## src/rtl/mvh_pkg.sv

```systemverilog
package mvh_pkg;
  typedef enum logic [1:0] {
    HZ_NONE  = 2'd0,
    HZ_FWD   = 2'd1,
    HZ_STALL = 2'd2
  } hz_act_e;
endpackage

```

## src/rtl/mvh_fetch.sv

```systemverilog
module mvh_fetch #(
  parameter int unsigned AW = 16
) (
  input  logic          clk_i,
  input  logic          rst_ni,
  input  logic          hold_i,
  input  logic          vld_i,
  input  logic [AW-1:0] word0_i,
  input  logic [AW-1:0] word1_i,
  output logic [AW-1:0] pc_o,
  output logic          s1_vld_o,
  output logic [AW-1:0] s1_src_o,
  output logic [AW-1:0] s1_dst_o
);
  localparam logic [AW-1:0] PC_STEP = AW'(2);

  logic [AW-1:0] pc_q;

  always_ff @(posedge clk_i or negedge rst_ni) begin
    if (!rst_ni) begin
      pc_q <= '0;
    end else if (!hold_i && vld_i) begin
      pc_q <= pc_q + PC_STEP;
    end
  end

  // stage-1 register holds during an interlock
  always_ff @(posedge clk_i or negedge rst_ni) begin
    if (!rst_ni) begin
      s1_vld_o <= 1'b0;
      s1_src_o <= '0;
      s1_dst_o <= '0;
    end else if (!hold_i) begin
      s1_vld_o <= vld_i;
      s1_src_o <= word0_i;
      s1_dst_o <= word1_i;
    end
  end

  assign pc_o = pc_q;
endmodule

```

## src/rtl/mvh_hazard.sv

```systemverilog
module mvh_hazard
  import mvh_pkg::*;
#(
  parameter int unsigned   AW       = 16,
  parameter logic [AW-1:0] DEV_BASE = 16'hFF00
) (
  input  logic          s1_vld_i,
  input  logic [AW-1:0] s1_src_i,
  input  logic          s2_vld_i,
  input  logic [AW-1:0] s2_dst_i,
  output hz_act_e       act_o
);
  logic match;
  logic in_dev;

  assign match  = s1_vld_i && s2_vld_i && (s1_src_i == s2_dst_i);
  assign in_dev = (s1_src_i >= DEV_BASE);

  always_comb begin
    act_o = HZ_NONE;
    if (match) act_o = in_dev ? HZ_STALL : HZ_FWD;
  end
endmodule

```

## src/rtl/mvh_opstore.sv

```systemverilog
module mvh_opstore
  import mvh_pkg::*;
#(
  parameter int unsigned AW = 16,
  parameter int unsigned DW = 16
) (
  input  logic          clk_i,
  input  logic          rst_ni,
  input  hz_act_e       act_i,
  input  logic          s1_vld_i,
  input  logic [AW-1:0] s1_dst_i,
  input  logic [DW-1:0] rdata_i,
  output logic          s2_vld_o,
  output logic [AW-1:0] s2_dst_o,
  output logic [DW-1:0] s2_op_o
);
  logic [DW-1:0] op_sel;

  assign op_sel = (act_i == HZ_FWD) ? s2_op_o : rdata_i;

  always_ff @(posedge clk_i or negedge rst_ni) begin
    if (!rst_ni) begin
      s2_vld_o <= 1'b0;
      s2_dst_o <= '0;
      s2_op_o  <= '0;
    end else if (act_i == HZ_STALL) begin
      s2_vld_o <= 1'b0;  // bubble: store suppressed
    end else begin
      s2_vld_o <= s1_vld_i;
      s2_dst_o <= s1_dst_i;
      s2_op_o  <= op_sel;
    end
  end
endmodule

```

## src/rtl/mv_pipe_hazard.sv

```systemverilog
module mv_pipe_hazard
  import mvh_pkg::*;
#(
  parameter int unsigned   AW       = 16,
  parameter int unsigned   DW       = 16,
  parameter logic [AW-1:0] DEV_BASE = 16'hFF00
) (
  input  logic          clk_i,
  input  logic          rst_ni,
  output logic [AW-1:0] if_addr0_o,
  output logic [AW-1:0] if_addr1_o,
  input  logic          if_vld_i,
  input  logic [AW-1:0] if_word0_i,
  input  logic [AW-1:0] if_word1_i,
  output logic [AW-1:0] of_addr_o,
  input  logic [DW-1:0] of_rdata_i,
  output logic [AW-1:0] st_addr_o,
  output logic [DW-1:0] st_wdata_o,
  output logic          st_we_o,
  output logic          fwd_o,
  output logic          ilk_o
);
  localparam logic [AW-1:0] WORD1_OFS = AW'(1);

  hz_act_e       act;
  logic [AW-1:0] pc;
  logic          s1_vld;
  logic [AW-1:0] s1_src;
  logic [AW-1:0] s1_dst;
  logic          s2_vld;
  logic [AW-1:0] s2_dst;
  logic [DW-1:0] s2_op;

  mvh_fetch #(.AW(AW)) u_fetch (
    .clk_i    (clk_i),
    .rst_ni   (rst_ni),
    .hold_i   (act == HZ_STALL),
    .vld_i    (if_vld_i),
    .word0_i  (if_word0_i),
    .word1_i  (if_word1_i),
    .pc_o     (pc),
    .s1_vld_o (s1_vld),
    .s1_src_o (s1_src),
    .s1_dst_o (s1_dst)
  );

  mvh_hazard #(.AW(AW), .DEV_BASE(DEV_BASE)) u_hazard (
    .s1_vld_i (s1_vld),
    .s1_src_i (s1_src),
    .s2_vld_i (s2_vld),
    .s2_dst_i (s2_dst),
    .act_o    (act)
  );

  mvh_opstore #(.AW(AW), .DW(DW)) u_opstore (
    .clk_i    (clk_i),
    .rst_ni   (rst_ni),
    .act_i    (act),
    .s1_vld_i (s1_vld),
    .s1_dst_i (s1_dst),
    .rdata_i  (of_rdata_i),
    .s2_vld_o (s2_vld),
    .s2_dst_o (s2_dst),
    .s2_op_o  (s2_op)
  );

  assign if_addr0_o = pc;
  assign if_addr1_o = pc + WORD1_OFS;
  assign of_addr_o  = s1_src;
  assign st_addr_o  = s2_dst;
  assign st_wdata_o = s2_op;
  assign st_we_o    = s2_vld;
  assign fwd_o      = (act == HZ_FWD);
  assign ilk_o      = (act == HZ_STALL);
endmodule

```

## config.mk

```make
export PLATFORM = sky130hd
export DESIGN_NAME = mv_pipe_hazard
export DESIGN_NICKNAME = d
export VERILOG_FILES = /design/src/rtl/mvh_pkg.sv /design/src/rtl/mvh_fetch.sv /design/src/rtl/mvh_hazard.sv /design/src/rtl/mvh_opstore.sv /design/src/rtl/mv_pipe_hazard.sv
export SDC_FILE = /design/constraint.sdc
export NUM_CORES = 1
export LEC_CHECK = 0
export CORE_ASPECT_RATIO = 1.1
export CORE_MARGIN = 8
export CORE_UTILIZATION = 35
export DETAILED_ROUTE_END_ITERATION = 8
export GPL_TIMING_DRIVEN = 0
export PLACE_DENSITY_LB_ADDON = 0.08
export SYNTH_ARGS = -nofsm -noshare
export SYNTH_HDL_FRONTEND = slang
export SYNTH_SLANG_ARGS = --single-unit
```

## constraint.sdc

```tcl
create_clock -name clk_i -period 2.3 [get_ports clk_i]
set_input_delay 0.23 -clock clk_i [delete_from_list [all_inputs] [get_ports clk_i]]
set_output_delay 0.23 -clock clk_i [all_outputs]
set_load 0.05 [all_outputs]
```

==> out/metrics.cfg, run 1 <==
[layout]
final_area_sq_um = 5200
fin_util_pct = 53.4
syn_to_final_growth_pct = 49.8
filler_cell_count = 877
insertedDiodeCount = 0
drive_gt1_share_pct = 19.0
nets = 484

[yosys]
ys_seq_elements = 81
synthFlopType = dfrtp_1
netlist_area_sq_um = 3470
async_reset_ff_share_pct = 100
synth_fp_nets = 340
yosysSeqAreaShare_pct = 58.3
synthCells = 288
synth_commonest_cells = dfrtp_1 (81), nand2_1 (51), mux2_2 (32)
synth_edf_count = 0
yosysTopAreaCellShare_pct = 58.3
ys_top_cells_by_area = dfrtp_1 (58%), mux2_2 (10%), nand2_1 (5.5%), xnor2_1 (5.3%), buf_4 (3.9%)
synth_most_common_cell = dfrtp_1
syn_area_per_cell_sq_um = 12.1
ys_warn_count = 0
synth.distinct_cells = 27
yosys.area.top_type = dfrtp_1

[global_route]
grt.overflow.total = 0
grt_max_degree = 50
antenna_found_initial = 0
track_usage_pct = 13.7
grt_pass1_vias = 2687
grt_pass1_wl_mm = 14.5

[worst_setup_path]
max_stage_delay_ps = 420
critical_path.endpoint_type = output port
cp_max_fo = 17
start_kind = flip-flop
path_cells = xnor2_1 > nand4_1 > nor4_4 > and3_4 > buf_12 > buf_8
path_depth = 6
crit_buf_inv = 2
cp_slowest_cell = dfrtp_1
r2r_start = u_fetch.s1_src_o[14]
cp-startpoint = u_fetch.s1_src_o[14]
r2r-end = u_opstore.s2_op_o[13]
rrSetupSlack_ps = 210
cp.arrival_ps = 1910
rr_worst_depth = 8
critical_path.top_delay_family = simple AND/OR/NAND/NOR gates
cp_data_required_time_ps = 2070
crit_type = reg -> out

[hold_path]
hp-class = in -> async

[timing]
fmax_mhz = 467
tns_ps = 0
rsz0062_at_grt = no
setup_viol = 0
fin_skew_ps = 9.72
finalHoldViolCount = 0
worst_slack_ps = 157
relSlewSlack_pct = 61.4
worst_pin_slew_ps = 579
drv_slew = 0
post-route-period-util_pct = 93.2
fin_crit_ps = 2140

[power_and_ir_drop]
total_leakage_power_nw = 2.23
totalPowerFinal_mw = 4.10
power_density_nw_per_um2 = 788
vdd_drop_max_mv = 0.724

[floorplan]
initial_core_util_pct = 35.6
core_area_sq_um = 9750
core.rowCount = 38
ioPinCount = 134
die_x_um = 111
dieArea_sq_um = 13400
die_h_um = 121

[place]
globalplace.congestion = 0.750
dpl-instance-area_sq_um = 4960
preCtsSetupSlack_ps = -554
hpwl_mm = 6.69
portBuffers = 131

[route]
routedWlPerCell_um = 15.6
finalWirelength_mm = 8.72
ant_nets = 0
vias = 2506
initialDrtViolationCount = 57
drc = 0
dr.pass1.iters = 4
vias_per_cell = 4.50

[flow_run]
max-cap-violations = 0

[clock_tree]
clk_pin_slew_worst_paths_ps = 80
clockRootBuffer = clkbuf_8
cts_max_level = 3
cts_buffers = 9
clockBufferDepth = 2
tritoncts = built
insertion_delay_ps = 340
cts.sinks = 81

[run_status]
status = finished, final reports clean

## kinds of logic after synthesis
logic type,count (synthesis),share of synthesized area (%)
other,2,0.216
AND/OR/NAND/NOR,111,16.6
multiplexers,34,11.0
buffers and inverters,29,5.69
flip-flops,81,58.3
XOR/XNOR,30,7.78
adder cells (fa/ha/maj),1,0.360
## flip-flops by register name, summed over array words and instances, names as in the netlist
signal and cells:
u_opstore.s2_dst_o 16, u_fetch.pc_o 15, u_opstore.s2_vld_o 1, u_fetch.s1_src_o 16
u_fetch.s1_vld_o 1, u_fetch.s1_dst_o 16, u_opstore.s2_op_o 16
## power by group
part / total [mW] / switching (mW) / internal [mW] / leakage (nW)
Combinational: 1.34 / 0.803 / 0.539 / 1.16
Sequential: 1.67 / 0.131 / 1.54 / 0.965
Clock: 1.08 / 0.492 / 0.591 / 0.107
Total: 4.10 / 1.43 / 2.67 / 2.23
## how the worst max path moves through the flow
stage                             to  slack, ps
floorplan                      fwd_o         70
global placement    u_fetch.pc_o[12]      -1990
detailed placement             ilk_o       -550
CTS                            fwd_o        0.2
global route                   fwd_o       0.06
finish                         ilk_o        160
## final cells by class
type                    instances  area [sq um]  share of cell area (%)
flip-flops and latches         81          2030                    39.0
multi-input cells             178          1260                    24.2
clock inverters                 2          35.0                   0.673
repair buffers                134          1360                    26.1
clock buffers                  14           173                    3.32
plain buffers                  27           198                    3.80
inverters                       1          3.75                  0.0721
well taps                     120           150                    2.89
## cell usage in the layout (no fill, tap or decap)
master and count:
clkdlybuf4s50_1 128, dfrtp_1 81, nand2_1 51, mux2_2 32, xnor2_1 21, buf_4 20, nand2b_1 17, clkbuf_8 12
nand4_1 10, nand3_1 9, xor2_1 8, nor2_1 8, clkbuf_1 5, buf_2 4, and3_1 3, and3_4 2
and2_1 2, mux2_1 2, nor3_1 2, and4_1 2, buf_6 2, conb_1 2, and4_4 1, nor4_4 1
nor2_2 1, buf_12 1, nand3_4 1, inv_1 1, or3b_4 1, xnor2_2 1, ha_1 1, clkinv_2 1
bufinv_16 1, dlygate4sd3_1 1, buf_16 1, buf_8 1
## per-layer routing
metal | GRT usage [%] | share of wire, % | up-vias
met2 | 21.4 | 48 | 81
met5 | 0 | 0 | -
met3 | 4.80 | 7.0 | 13
met1 | 16.7 | 43 | 1190
met4 | 6.34 | 1.5 | 0
li1 | - | - | 1222
## metrics by stage
step                      instances  hold WS (ps)
after global placement          539           443
after CTS                       557           378
after detailed placement        540           214
after floorplan                 288         -65.6
after global routing            557           405
final                           557           375
## what timing repair did
item	CTS	global route
hold buffers	1	0
endpoints found under the hold margin	32	0
pin swaps	2	2
buffers inserted	1	0
setup endpoints to repair	2	14
gates resized for setup	17	2
No activity file was read; power rests on OpenSTA's default activity.
==> run 2: changes to the inputs <==
CELL_PAD_IN_SITES_DETAIL_PLACEMENT = 0   (was not set)
CELL_PAD_IN_SITES_GLOBAL_PLACEMENT = 2   (was not set)
CORE_UTILIZATION = 27   (was 35)
==> run 2 against run 1 <==
Net effect: first-iteration DRC count increased by 68%; non-clock buffer count increased by 1; critical path type unchanged; worst hold slack improved by 41 ps.
==> out/metrics.cfg, run 2 (synthesis results as in run 1) <==
[run_status]
status = finished, final reports clean  ; unchanged

[floorplan]
die_x_um = 124  ; was 111 um
dieArea_sq_um = 16800  ; was 13400 sq um
initial_core_util_pct = 27.6  ; was 35.6%
ioPinCount = 134  ; unchanged
core.rowCount = 43  ; was 38
core_area_sq_um = 12600  ; was 9750 sq um
die_h_um = 135  ; was 121 um

[worst_setup_path]
cp.arrival_ps = 1950  ; was 1910 ps
cp_slowest_cell = dfrtp_1  ; unchanged
crit_buf_inv = 2  ; unchanged
cp_data_required_time_ps = 2070  ; about the same
critical_path.top_delay_family = simple AND/OR/NAND/NOR gates  ; unchanged
critical_path.endpoint_type = output port  ; unchanged
start_kind = flip-flop  ; unchanged
max_stage_delay_ps = 420  ; about the same
crit_type = reg -> out  ; unchanged
cp_max_fo = 3  ; was 17
path_cells = xnor2_2 > nand4_1 > nor4_4 > buf_4 > nand2_1 > nor2_1 > buf_6  ; was xnor2_1 > nand4_1 > nor4_4 > and3_4 > buf_12 > buf_8

[power_and_ir_drop]
total_leakage_power_nw = 2.30  ; was 2.23 nW
p_int_mw = 3.03  ; was 2.67 mW
power_density_nw_per_um2 = 845  ; was 788 nW/um^2
clkPwrFrac_pct = 33.3  ; was 26.4%
combPwrFrac_pct = 29.6  ; was 32.7%
switching_share_pct = 33.1  ; was 34.8%
p_sw_mw = 1.50  ; was 1.43 mW
vdd_drop_max_mv = 0.697  ; was 0.724 mV
totalPowerFinal_mw = 4.53  ; was 4.10 mW
seq_power_share_pct = 37.1  ; was 40.8%

[place]
hpwl_mm = 7.28  ; was 6.69 mm
dpl-instance-area_sq_um = 5010  ; was 4960 sq um
portBuffers = 131  ; unchanged
globalplace.congestion = 0.710  ; was 0.750
preCtsSetupSlack_ps = -613  ; was -554 ps

[timing]
relSlewSlack_pct = 62.4  ; was 61.4%
worst_pin_slew_ps = 563  ; was 579 ps
finalHoldViolCount = 0  ; unchanged
setup_viol = 0  ; unchanged
fin_crit_ps = 2180  ; was 2140 ps
fmax_mhz = 459  ; was 467 MHz
fin_skew_ps = 4.03  ; was 9.72 ps
post-route-period-util_pct = 94.8  ; was 93.2%
drv_slew = 0  ; unchanged
worst_slack_ps = 120  ; was 157 ps
rsz0062_at_grt = no  ; unchanged

[global_route]
track_usage_pct = 12.2  ; was 13.7%
grt_pass1_wl_mm = 15.4  ; was 14.5 mm
grt_max_degree = 44  ; was 50
grt_pass1_vias = 2791  ; was 2687
antenna_found_initial = 0  ; unchanged
grt.overflow.total = 0  ; unchanged

[flow_run]
max-cap-violations = 0  ; unchanged

[route]
ant_nets = 0  ; unchanged
dr.pass1.iters = 4  ; unchanged
routedWlPerCell_um = 16.1  ; was 15.6 um
finalWirelength_mm = 9.60  ; was 8.72 mm
vias_per_cell = 4.24  ; was 4.50
drc = 0  ; unchanged
initialDrtViolationCount = 96  ; was 57
vias = 2524  ; was 2506

[clock_tree]
clk_pin_slew_worst_paths_ps = 60  ; was 80 ps
cts_max_level = 3  ; unchanged
tritoncts = built  ; unchanged
clockRootBuffer = clkbuf_16  ; was clkbuf_8
clockBufferDepth = 2  ; unchanged
insertion_delay_ps = 340  ; about the same
cts.sinks = 81  ; unchanged
cts_buffers = 9  ; unchanged

[layout]
final_common_cell = clkdlybuf4s50_1  ; unchanged
ff_latch_area_sq_um = 2030  ; unchanged
filler_cell_count = 1247  ; was 877
syn_to_final_growth_pct = 54.3  ; was 49.8%
drive_gt1_share_pct = 19.4  ; was 19.0%
nets = 485  ; was 484
final_area_sq_um = 5360  ; was 5200 sq um
layout_common_cells = clkdlybuf4s50_1 (128), dfrtp_1 (81), nand2_1 (51)  ; unchanged
insertedDiodeCount = 0  ; unchanged
multiInputGateArea_sq_um = 1260  ; about the same

[hold_path]
hp-class = in -> async  ; unchanged

-- run 2: cell count changes in the layout (fill, tap and decap cells not counted), sizes merged --
cell / delta
clkinv: +2
bufinv: +1
clkbuf: -4
clkinvlp: +1
buf: +1
-- run 2: metal layers --
layer	track usage, %	wire length (um)	vias up
li1	-	-	1220
met1	14.6	4020	1224
met2	19.4	4760	68
met3	3.76	617	12
met4	6.15	202	0
met5	0	0	-
-- run 2: final cells by class --
| class | instances | share of cell area [%] |
|---|---|---|
| Clock buffer | 10 | 4.27 |
| Timing Repair Buffer | 135 | 25.4 |
| Multi-Input combinational cell | 178 | 23.6 |
| Clock inverter | 6 | 1.54 |
| Buffer | 27 | 3.64 |
| Sequential cell | 81 | 37.8 |
| Tap cell | 157 | 3.66 |
| Inverter | 1 | 0.0700 |
-- run 2: final timing paths --
path / slack [ps] / cells after the start / start / end
max in group asynchronous: 1290 / 3 / rst_ni / u_fetch.pc_o[7]
min in group clk_i: 420 / 3 / if_word1_i[6] / u_fetch.s1_dst_o[6]
max: 120 / 7 / u_fetch.s1_src_o[0] / fwd_o
max reg2reg: 140 / 8 / u_fetch.s1_src_o[0] / u_opstore.s2_op_o[12]
min: 420 / 2 / rst_ni / u_fetch.s1_src_o[1]
min reg2reg: 460 / 1 / u_fetch.s1_dst_o[15] / u_opstore.s2_dst_o[15]
-- run 2: stage by stage --
stage	hold slack, ps	std cells	utilization [%]	TNS [ps]
after CTS	401	595	42.5	0
after global placement	446	576	39.6	-179960
after detailed placement	273	577	39.8	-788
after global routing	427	595	42.6	0
after floorplan	-65.6	288	-	0
final	417	595	42.6	0
-- run 2: power by group through the flow --
stage / logic [mW] / registers, mW / clock network (mW)
after floorplan: 0.494 / 2.05 / 0
after global placement: 1.35 / 1.71 / 0
after detailed placement: 1.36 / 1.71 / 0
after CTS: 1.36 / 1.68 / 1.58
after global routing: 1.41 / 1.71 / 1.64
final: 1.34 / 1.68 / 1.51
-- run 2: repair_timing --
action                                  in CTS  in global routing
resized for setup                           15                  4
pin swaps                                    4                  3
endpoints found under the setup margin       2                 23
hold buffers                                 1                  0
hold endpoints to repair                    38                  0
setup buffers                                2                  0
